===== src/rtl/lsd_pkg.sv =====
package lsd_pkg;
  // Per-channel configuration word, MSB first
  typedef struct packed {
    logic       stg_thr;
    logic [2:0] stb_thr;
    logic [1:0] off_blank;
    logic [1:0] on_blank;
  } ch_cfg_t;

  localparam int CFG_W = $bits(ch_cfg_t);
endpackage


===== src/rtl/lsd_prescaler.sv =====
module lsd_prescaler #(
  parameter int DIV = 8
) (
  input  logic clk,
  input  logic rst,
  output logic tick
);
  localparam int W = (DIV > 2) ? $clog2(DIV) : 1;
  logic [W-1:0] cnt;

  always_ff @(posedge clk) begin
    if (rst) begin
      cnt  <= '0;
      tick <= 1'b0;
    end else if (cnt == W'(DIV - 1)) begin
      cnt  <= '0;
      tick <= 1'b1;
    end else begin
      cnt  <= cnt + 1'b1;
      tick <= 1'b0;
    end
  end
endmodule


===== src/rtl/lsd_retry.sv =====
module lsd_retry #(
  parameter int PERIOD = 4096
) (
  input  logic clk,
  input  logic rst,
  input  logic any_stb,
  output logic fire
);
  localparam int W = $clog2(PERIOD + 1);
  logic [W-1:0] cnt;

  always_ff @(posedge clk) begin
    if (rst || !any_stb) begin
      cnt  <= '0;
      fire <= 1'b0;
    end else if (cnt == W'(PERIOD - 1)) begin
      cnt  <= '0;
      fire <= 1'b1;
    end else begin
      cnt  <= cnt + 1'b1;
      fire <= 1'b0;
    end
  end

  // the shared timer only fires while a supply-short shutdown is held
  a_r7_fire_needs_fault: assert property (@(posedge clk) disable iff (rst)
    fire |-> any_stb);
endmodule


===== src/rtl/lsd_channel.sv =====
module lsd_channel
  import lsd_pkg::*;
#(
  parameter int BLANK_BASE = 2
) (
  input  logic    clk,
  input  logic    rst,
  input  logic    tick,
  input  logic    req,
  input  ch_cfg_t cfg,
  input  logic    stb_flag,
  input  logic    stg_flag,
  input  logic    ol_flag,
  input  logic    retry,
  input  logic    clr_rd,
  output logic    gate,
  output logic    src_en,
  output logic    stb_f,
  output logic    stg_f,
  output logic    ol_f
);
  localparam int BW = $clog2((BLANK_BASE << 3) + 1);

  logic [BW-1:0] blank;
  logic [2:0]    held;      // {stb, stg, ol} high since window start
  logic          gate_nxt, steady, window_end;
  logic          set_stb, set_stg, set_ol;

  function automatic logic [BW-1:0] blank_len(input logic [1:0] sel);
    return BW'(BLANK_BASE << sel);
  endfunction

  assign gate_nxt   = req & ~stb_f;
  assign steady     = (gate_nxt == gate);
  assign window_end = steady && tick && (blank == '0);
  assign set_stb    = window_end &&  gate && held[2] && stb_flag;
  assign set_stg    = window_end && !gate && held[1] && stg_flag;
  assign set_ol     = window_end && !gate && held[0] && ol_flag;
  assign src_en     = ~gate;

  always_ff @(posedge clk) begin
    if (rst) begin
      gate  <= 1'b0;
      blank <= '0;
      held  <= '0;
    end else begin
      gate <= gate_nxt;
      if (!steady) begin
        blank <= blank_len(gate_nxt ? cfg.on_blank : cfg.off_blank);
        held  <= '0;
      end else if (tick) begin
        held <= 3'b111;
        if (blank != '0) blank <= blank - 1'b1;
      end else begin
        held <= held & {stb_flag, stg_flag, ol_flag};
      end
    end
  end

  always_ff @(posedge clk) begin
    if (rst) begin
      stb_f <= 1'b0;
      stg_f <= 1'b0;
      ol_f  <= 1'b0;
    end else begin
      if (set_stb)     stb_f <= 1'b1;
      else if (retry)  stb_f <= 1'b0;
      if (set_stg)     stg_f <= 1'b1;
      else if (clr_rd) stg_f <= 1'b0;
      if (set_ol)      ol_f  <= 1'b1;
      else if (clr_rd) ol_f  <= 1'b0;
    end
  end

  // a latched supply short takes the gate down on the next edge
  a_r7_stb_kills_gate: assert property (@(posedge clk) disable iff (rst)
    stb_f |=> !gate);
  // supply short is judged only while on, ground short only while off
  a_r3_stb_only_on: assert property (@(posedge clk) disable iff (rst)
    $rose(stb_f) |-> $past(gate));
  a_r3_stg_only_off: assert property (@(posedge clk) disable iff (rst)
    $rose(stg_f) |-> !$past(gate));
  // no fault may latch while a blank count is still running
  a_r4_blank_done: assert property (@(posedge clk) disable iff (rst)
    ($rose(stb_f) || $rose(stg_f) || $rose(ol_f)) |-> $past(blank == '0));
  // a latch needs the flag present in its final cycle
  a_r5_ol_flag_present: assert property (@(posedge clk) disable iff (rst)
    $rose(ol_f) |-> $past(ol_flag));
endmodule


===== src/rtl/lsd_fault_ctrl.sv =====
module lsd_fault_ctrl
  import lsd_pkg::*;
#(
  parameter int          NCH          = 6,
  parameter int          PRESC        = 8,
  parameter int          BLANK_BASE   = 2,
  parameter int          RETRY_CYCLES = 4096,
  parameter logic [7:0]  CFG_RST      = 8'h00,
  localparam int         AW           = $clog2(NCH + 1),
  localparam int         DW           = (NCH > CFG_W) ? NCH : CFG_W
) (
  input  logic             clk,
  input  logic             rst,
  input  logic [NCH-1:0]   in_req,
  input  logic             wr_en,
  input  logic [AW-1:0]    wr_addr,
  input  logic [DW-1:0]    wr_data,
  input  logic             stat_rd,
  input  logic [NCH-1:0]   stb_flag,
  input  logic [NCH-1:0]   stg_flag,
  input  logic [NCH-1:0]   ol_flag,
  output logic [NCH-1:0]   gate_en,
  output logic [NCH-1:0]   src_en,
  output logic [NCH-1:0]   stb_fault,
  output logic [NCH-1:0]   stg_fault,
  output logic [NCH-1:0]   ol_fault,
  output logic [3*NCH-1:0] stb_thr_sel,
  output logic [NCH-1:0]   stg_thr_sel,
  output logic             reset_seen
);
  ch_cfg_t        cfg_q [NCH];
  logic [NCH-1:0] ctrl_q;
  logic           tick, retry_fire;

  always_ff @(posedge clk) begin
    if (rst) begin
      for (int k = 0; k < NCH; k++) cfg_q[k] <= ch_cfg_t'(CFG_RST);
      ctrl_q <= '0;
    end else if (wr_en) begin
      if (wr_addr == AW'(NCH))     ctrl_q <= wr_data[NCH-1:0];
      else if (wr_addr < AW'(NCH)) cfg_q[wr_addr] <= ch_cfg_t'(wr_data[CFG_W-1:0]);
    end
  end

  always_ff @(posedge clk) begin
    if (rst)          reset_seen <= 1'b1;
    else if (stat_rd) reset_seen <= 1'b0;
  end

  lsd_prescaler #(.DIV(PRESC)) u_presc (
    .clk(clk), .rst(rst), .tick(tick)
  );

  lsd_retry #(.PERIOD(RETRY_CYCLES)) u_retry (
    .clk(clk), .rst(rst), .any_stb(|stb_fault), .fire(retry_fire)
  );

  for (genvar gi = 0; gi < NCH; gi++) begin : g_ch
    lsd_channel #(.BLANK_BASE(BLANK_BASE)) u_ch (
      .clk     (clk),
      .rst     (rst),
      .tick    (tick),
      .req     (in_req[gi] | ctrl_q[gi]),
      .cfg     (cfg_q[gi]),
      .stb_flag(stb_flag[gi]),
      .stg_flag(stg_flag[gi]),
      .ol_flag (ol_flag[gi]),
      .retry   (retry_fire),
      .clr_rd  (stat_rd),
      .gate    (gate_en[gi]),
      .src_en  (src_en[gi]),
      .stb_f   (stb_fault[gi]),
      .stg_f   (stg_fault[gi]),
      .ol_f    (ol_fault[gi])
    );
    assign stb_thr_sel[3*gi +: 3] = cfg_q[gi].stb_thr;
    assign stg_thr_sel[gi]        = cfg_q[gi].stg_thr;

    // a gate is only on when something asked for it a cycle earlier
    a_r2_gate_needs_req: assert property (@(posedge clk) disable iff (rst)
      gate_en[gi] |-> $past(in_req[gi] | ctrl_q[gi]));
  end

  // reset leaves every gate off, all faults clear and the flag set
  a_r9_reset_state: assert property (@(posedge clk)
    rst |=> (gate_en == '0 && stb_fault == '0 && stg_fault == '0 &&
             ol_fault == '0 && reset_seen));
endmodule


===== config.mk =====
export PLATFORM = sky130hd
export DESIGN_NAME = lsd_fault_ctrl
export DESIGN_NICKNAME = d
export VERILOG_FILES = /design/src/rtl/lsd_pkg.sv /design/src/rtl/lsd_prescaler.sv /design/src/rtl/lsd_retry.sv /design/src/rtl/lsd_channel.sv /design/src/rtl/lsd_fault_ctrl.sv
export SDC_FILE = /design/constraint.sdc
export NUM_CORES = 1
export LEC_CHECK = 0
export ABC_AREA = 1
export ABC_CLOCK_PERIOD_IN_PS = 1520
export CORE_ASPECT_RATIO = 0.75
export CORE_MARGIN = 10
export CORE_UTILIZATION = 50
export CTS_CLUSTER_SIZE = 16
export DETAILED_ROUTE_END_ITERATION = 10
export PLACE_DENSITY_LB_ADDON = 0.1
export SLEW_MARGIN = 25
export SYNTH_ARGS = -nofsm -noshare
export SYNTH_HDL_FRONTEND = slang
export SYNTH_SLANG_ARGS = --single-unit

===== constraint.sdc =====
create_clock -name clk -period 1.52 [get_ports clk]
set_input_delay 0.304 -clock clk [delete_from_list [all_inputs] [get_ports clk]]
set_output_delay 0.304 -clock clk [all_outputs]
set_load 0.01 [all_outputs]

# [Word-level counts from Yosys, hierarchy flattened]
# Memories as Yosys holds them, arrays and structs flattened.
# Cells that the tools add are included.
[totals] reg_bits=97 mem_bits_rw=48 input_bits=39 output_inout_bits=55 word_cells=292 mem_count=1
[classes] n_addsub=8 n_lt_le_gt_ge=1 eq_ne=21 shifts=6 mux=62 bitwise=36 n_reduce_logical=115
[mem_list] name="cfg_q" words=6 word_bits=8 read_ports=6 rd_ports_with_merged_regs=0 write_ports=6 line="lsd_fault_ctrl.sv:31" text="ch_cfg_t cfg_q [NCH];"
[ops] cell="2-to-1 mux 5 bit" n=18
[ops] cell="logical AND 1 bit" n=60
[ops] cell="nonzero test 2 bit" n=18
[ops] cell="zero test 5 bit" n=6
[ops] cell="2-to-1 mux 1 bit" n=30
[ops] cell="nonzero test 5 bit" n=6
[ops] cell="left shift 2 x 2 -> 5 bit (first input constant)" n=6
[ops] cell="subtractor 5 x 1 -> 5 bit (second input constant)" n=6
[ops] cell="!= test 2 bit (second input constant)" n=12
[ops] cell="2-to-1 mux 3 bit" n=7
[ops] cell="bitwise AND 3 bit" n=6
[ops] cell="inverter 1 bit" n=18
[ops] cell="OR reduction 2 bit" n=8
[ops] cell="AND reduction 2 bit" n=7
[ops] cell="adder 13 x 1 -> 13 bit (second input constant)" n=1
[ops] cell="== test 13 x 12 -> 1 bit (second input constant)" n=1
[ops] cell="2-to-1 mux 2 bit" n=6
[ops] cell="2-to-1 mux 8 bit" n=1
[ops] cell="OR reduction 8 bit" n=1
[ops] cell="zero test 1 bit" n=7
[ops] cell="bitwise AND 1 bit" n=6
[ops] cell="== test 1 bit" n=6
[ops] cell="== test 3 bit (second input constant)" n=2
[ops] cell="OR 1 bit" n=6
[ops] cell="other kinds (4)" n=4

# [Depth between registers and ports, before layout]
[depth] word_depth=9 depth_mapped=9 mapped_depth_nobuf=9

# [Cells and area by module]
# Synthesis repeated with hierarchy kept, for this count alone.
[hier_totals] hier_cells=916 area_unflattened_um2=7071.8
[modules_own_cells] mod="lsd_channel" n_inst=6 cells_per_inst=100 area_each_um2=646.9 seq_area_each_um2=240.2
[modules_own_cells] mod="lsd_fault_ctrl" n_inst=1 cells_per_inst=207 area_each_um2=2294.7 seq_area_each_um2=1581.5
[modules_own_cells] mod="lsd_retry" n_inst=1 cells_per_inst=94 area_each_um2=754.5 seq_area_each_um2=280.3
[modules_own_cells] mod="lsd_prescaler" n_inst=1 cells_per_inst=15 area_each_um2=141.4 seq_area_each_um2=80.1

# [Worst setup path after synthesis]
# OpenSTA, ideal clock, no wires.
[synth_timing] path_kind="input to register" startpoint="in wr_addr[2]" endpoint="mem cfg_q[1][0] in the netlist's numbering (enable)" setup_ns=0.329 arrival_ns=1.127 required_ns=1.191 slack_ns=0.064 path_stages=7 path_buffers=0 path_cell_list="nand2_1 -> nand2_2 -> nor2_8 -> nand2_4 -> nor2_4 -> nand2_4 -> nand2_1"
[synth_lines] item="start, declared" line="lsd_fault_ctrl.sv:16" text="input logic [AW-1:0] wr_addr,"
[synth_lines] item="end, declared" line="lsd_fault_ctrl.sv:31"

# [Worst setup path in the final report]
[layout_timing] startpoint="reg g_ch[0].u_ch.gate" endpoint="out src_en[0]"
[layout_via] elab_chain_cells=1
[layout_rtl] item="start, declared" line="lsd_channel.sv:16" text="output logic gate,"
[layout_rtl] item="start signal, assigned" line="lsd_channel.sv:47" text="gate <= gate_nxt;"
[layout_rtl] item="inverter 1 bit" line="lsd_channel.sv:39" text="assign src_en = ~gate;"
[layout_rtl] item="end, declared" line="lsd_fault_ctrl.sv:23" text="output logic [NCH-1:0] src_en,"
# Every way passes these cells.

==> impl_metrics.tcl <==
set metrics [dict create \
    multi_input_area_sq_um 2570 \
    worst_pin_slew_ps 372 \
    ys_ff_latch 145 \
    place_area_sq_um 8020 \
    syn_nets 892 \
    required_ps 1220 \
    fmax_mhz 676 \
    cp_slowest_cell "dfxtp_1" \
    hold_path_class "reg2reg" \
    avgViaCountPerCell 5.07 \
    die-height_microns 121 \
    setup_ws_ps 40.9 \
    p_clk_share_pct 46.3 \
    synth_warnings 0 \
    dr.pass1.iters 5 \
    p_per_area_nw_per_um2 1150 \
    skew_ps 12.3 \
    dieWidth_microns 155 \
    synth_area_leaders "dfxtp_1, edfxtp_1, nand2_1" \
    yosysSeqAreaShare_pct 49.5 \
    cts_setup_buffers 0 \
    p_leak_uw 0.00379 \
    portBuffers 93 \
    diodes 0 \
    cp.arrival_ps 1180 \
    ys_types 32 \
    rsz0062_at_grt "no" \
    io_pins 94 \
    cts_buffers 17 \
    overflow 0 \
    rows 36 \
    setup_viol 0 \
    grt_pass1_vias 5734 \
    clock-sinks 145 \
    dp_hpwl_microns 12700 \
    start_util_pct 51.8 \
    wl_met2_microns 8330 \
    met1Wirelength_microns 7480 \
    drc 0 \
    critPathMaxFanout 5 \
    insertion_delay_ps 420 \
    grt_util_all_layers_pct 18.2 \
    period_share_pct 97.3 \
    synth_top_cell_area_share_pct 28.4 \
    setup_tns_ps 0 \
    clockBufferDepth 2 \
    synthCells 844 \
    ant_nets 0 \
    relSlewSlack_pct 75.2 \
    drv_cap 0 \
    finish.utilization_pct 65.5 \
    avgRoutedWirePerCell_microns 14.9 \
    grt_max_degree 30 \
    areaGrowthSynthToFinish_pct 26.6 \
    cts_tree "built" \
    grt_first_pass_wirelength_microns 27800 \
    crit_chain "inv_1, dlygate4sd2_1" \
    endpoint_kind "output port" \
    slew_viol_final 0 \
    fin_crit_ps 1480 \
    cts_root_buffer "clkbuf_16" \
    htreeDepth 4 \
    p_sw_uw 2340 \
    rr_worst_depth 6 \
    yosys.area.top_type "dfxtp_1" \
    criticalPathCategory "reg2out" \
    clk_pin_slew_worst_paths_ps 60 \
    antenna_found_initial 0 \
    seqCellArea_sq_um 3390 \
    seq_power_share_pct 42.6 \
    fillers 1111 \
    p_sw_share_pct 23.4 \
    final_layout_size_suffix_gt1_share_pct 13.4 \
    vias 5735 \
    netlist_area_sq_um 6830 \
    wl_microns 16900 \
    irDropWorstVdd_mv 1.15 \
    final_nets 995 \
    design_area_sq_um 8650 \
    wl_met3_microns 799 \
    place_ws_ps -425 \
    routabilityCongestion 0.861 \
    core_area_sq_um 13200 \
    hold_buffers 0 \
    critical_path.max_stage_delay_ps 350 \
    p_comb_share_pct 11.1 \
    top_layer "met4" \
    holdPathStages 1 \
    first_iter_violations 333 \
    status "complete, no violations" \
    hold_viol_final 0 \
    crit_path_start_kind "flip-flop" \
    p_int_uw 7650 \
    syn_area_per_cell_sq_um 8.10 \
    die-area_sq_um 18800 \
]
-- cells by family after synthesis --
| kind of cell | share of synthesized area, % |
|---|---|
| xor+xnor | 2.18 |
| fa+ha+maj | 1.65 |
| compound gates | 7.76 |
| flops | 49.5 |
| buf+inv | 13.3 |
| simple gates | 25.6 |
-- cells in the final DEF (no fill, tap or decap), types with 8 or more instances in the layout --
| cell | netlist | layout |
|---|---|---|
| a21oi_1 | 67 | 67 |
| buf_4 | 54 | 52 |
| clkbuf_16 | 0 | 18 |
| clkdlybuf4s50_1 | 0 | 37 |
| dfxtp_1 | 97 | 94 |
| dlygate4sd2_1 | 0 | 54 |
| edfxtp_1 | 48 | 48 |
| ha_1 | 9 | 8 |
| inv_1 | 111 | 108 |
| nand2_1 | 154 | 153 |
| nand2_2 | 9 | 10 |
| nand3_1 | 76 | 76 |
| nand4_1 | 22 | 22 |
| nor2_1 | 97 | 96 |
| o21ai_0 | 32 | 32 |
| xor2_1 | 12 | 12 |
-- timing repair --
item	4_1_cts	5_1_grt
pin swaps	0	0
resized for setup	58	12
gates cloned	0	1
endpoints found under the setup margin	55	24
-- registers in the layout, summed over array words and instances (netlist names) --
name and cells:
g_ch.u_ch.ol_f 6, reset_seen 1, cfg_q 48, ctrl_q 6
u_presc.tick 1, u_presc.cnt 3, u_retry.fire 1, g_ch.u_ch.held 18
g_ch.u_ch.stb_f 6, g_ch.u_ch.blank 30, u_retry.cnt 13, g_ch.u_ch.stg_f 6
g_ch.u_ch.gate 6
-- cells in the mapped netlist --
library cell / instances
a21oi_2: 1
xor2_1: 12
nor2_4: 2
inv_2: 4
buf_4: 54
o211ai_1: 1
nand2_4: 5
nor3_1: 3
dfxtp_1: 97
o21ai_0: 32
nand4_2: 1
nand3b_1: 7
inv_4: 1
nor4_1: 1
nand2_1: 154
buf_2: 11
and2_1: 1
ha_1: 9
nor2_2: 5
nor2_1: 97
inv_1: 111
nand3_1: 76
edfxtp_1: 48
o21ai_2: 1
o21ai_1: 2
nand3_2: 1
nor2_8: 1
clkbuf_1: 3
a21oi_1: 67
nand2_2: 9
nand4_1: 22
xnor2_1: 5
-- layer usage --
metal | track usage, % | vias up
li1 | - | 2899
met1 | 21.6 | 2676
met4 | 6.54 | 0
met2 | 31.5 | 139
met3 | 4.14 | 21
met5 | 0 | -
-- power by group through the flow --
stage / registers (uW) / logic, uW / clock network [uW]
2_1_floorplan: 4310 / 712 / 0
3_3_place_gp: 4330 / 1110 / 0
3_5_place_dp: 4330 / 1140 / 0
4_1_cts: 4250 / 1110 / 4690
5_1_grt: 4270 / 1240 / 4860
6_report: 4250 / 1110 / 4620
-- critical path: cells and delay by family (launching register included) --
kind | cells | cell delay (ps)
DFF | 1 | 350
buffers and inverters | 2 | 410
-- final timing paths --
check	slack, ps	startpoint	end
worst max-delay path	40	g_ch[0].u_ch.gate$_SDFF_PP0_	src_en[0]
worst min-delay path	420	u_presc.cnt[0]$_SDFF_PP0_	u_presc.cnt[0]$_SDFF_PP0_
worst min register to register	420	u_presc.cnt[0]$_SDFF_PP0_	u_presc.cnt[0]$_SDFF_PP0_
worst max register to register	110	g_ch[2].u_ch.blank[0]$_SDFFE_PP0P_	g_ch[2].u_ch.blank[3]$_SDFFE_PP0P_
-- stage by stage --
| step | hold slack [ps] | total power [uW] | cells |
|---|---|---|---|
| 6_report | 420 | 9990 | 1131 |
| 5_1_grt | 461 | 10400 | 1131 |
| 4_1_cts | 424 | 10100 | 1130 |
| 3_5_place_dp | 415 | 5480 | 1098 |
| 3_3_place_gp | 410 | 5440 | 1098 |
| 2_1_floorplan | 399 | 5020 | 844 |
-- cell type report --
cell class,count,share of cell area [%]
clock inverters,14,2.40
clock buffers,18,5.21
repair inverters,1,0.0868
flip-flops and latches,145,39.2
inverters,116,5.06
repair buffers,151,15.9
well taps,171,2.47
multi-input cells,515,29.7
No activity file was read; power rests on OpenSTA's default activity.
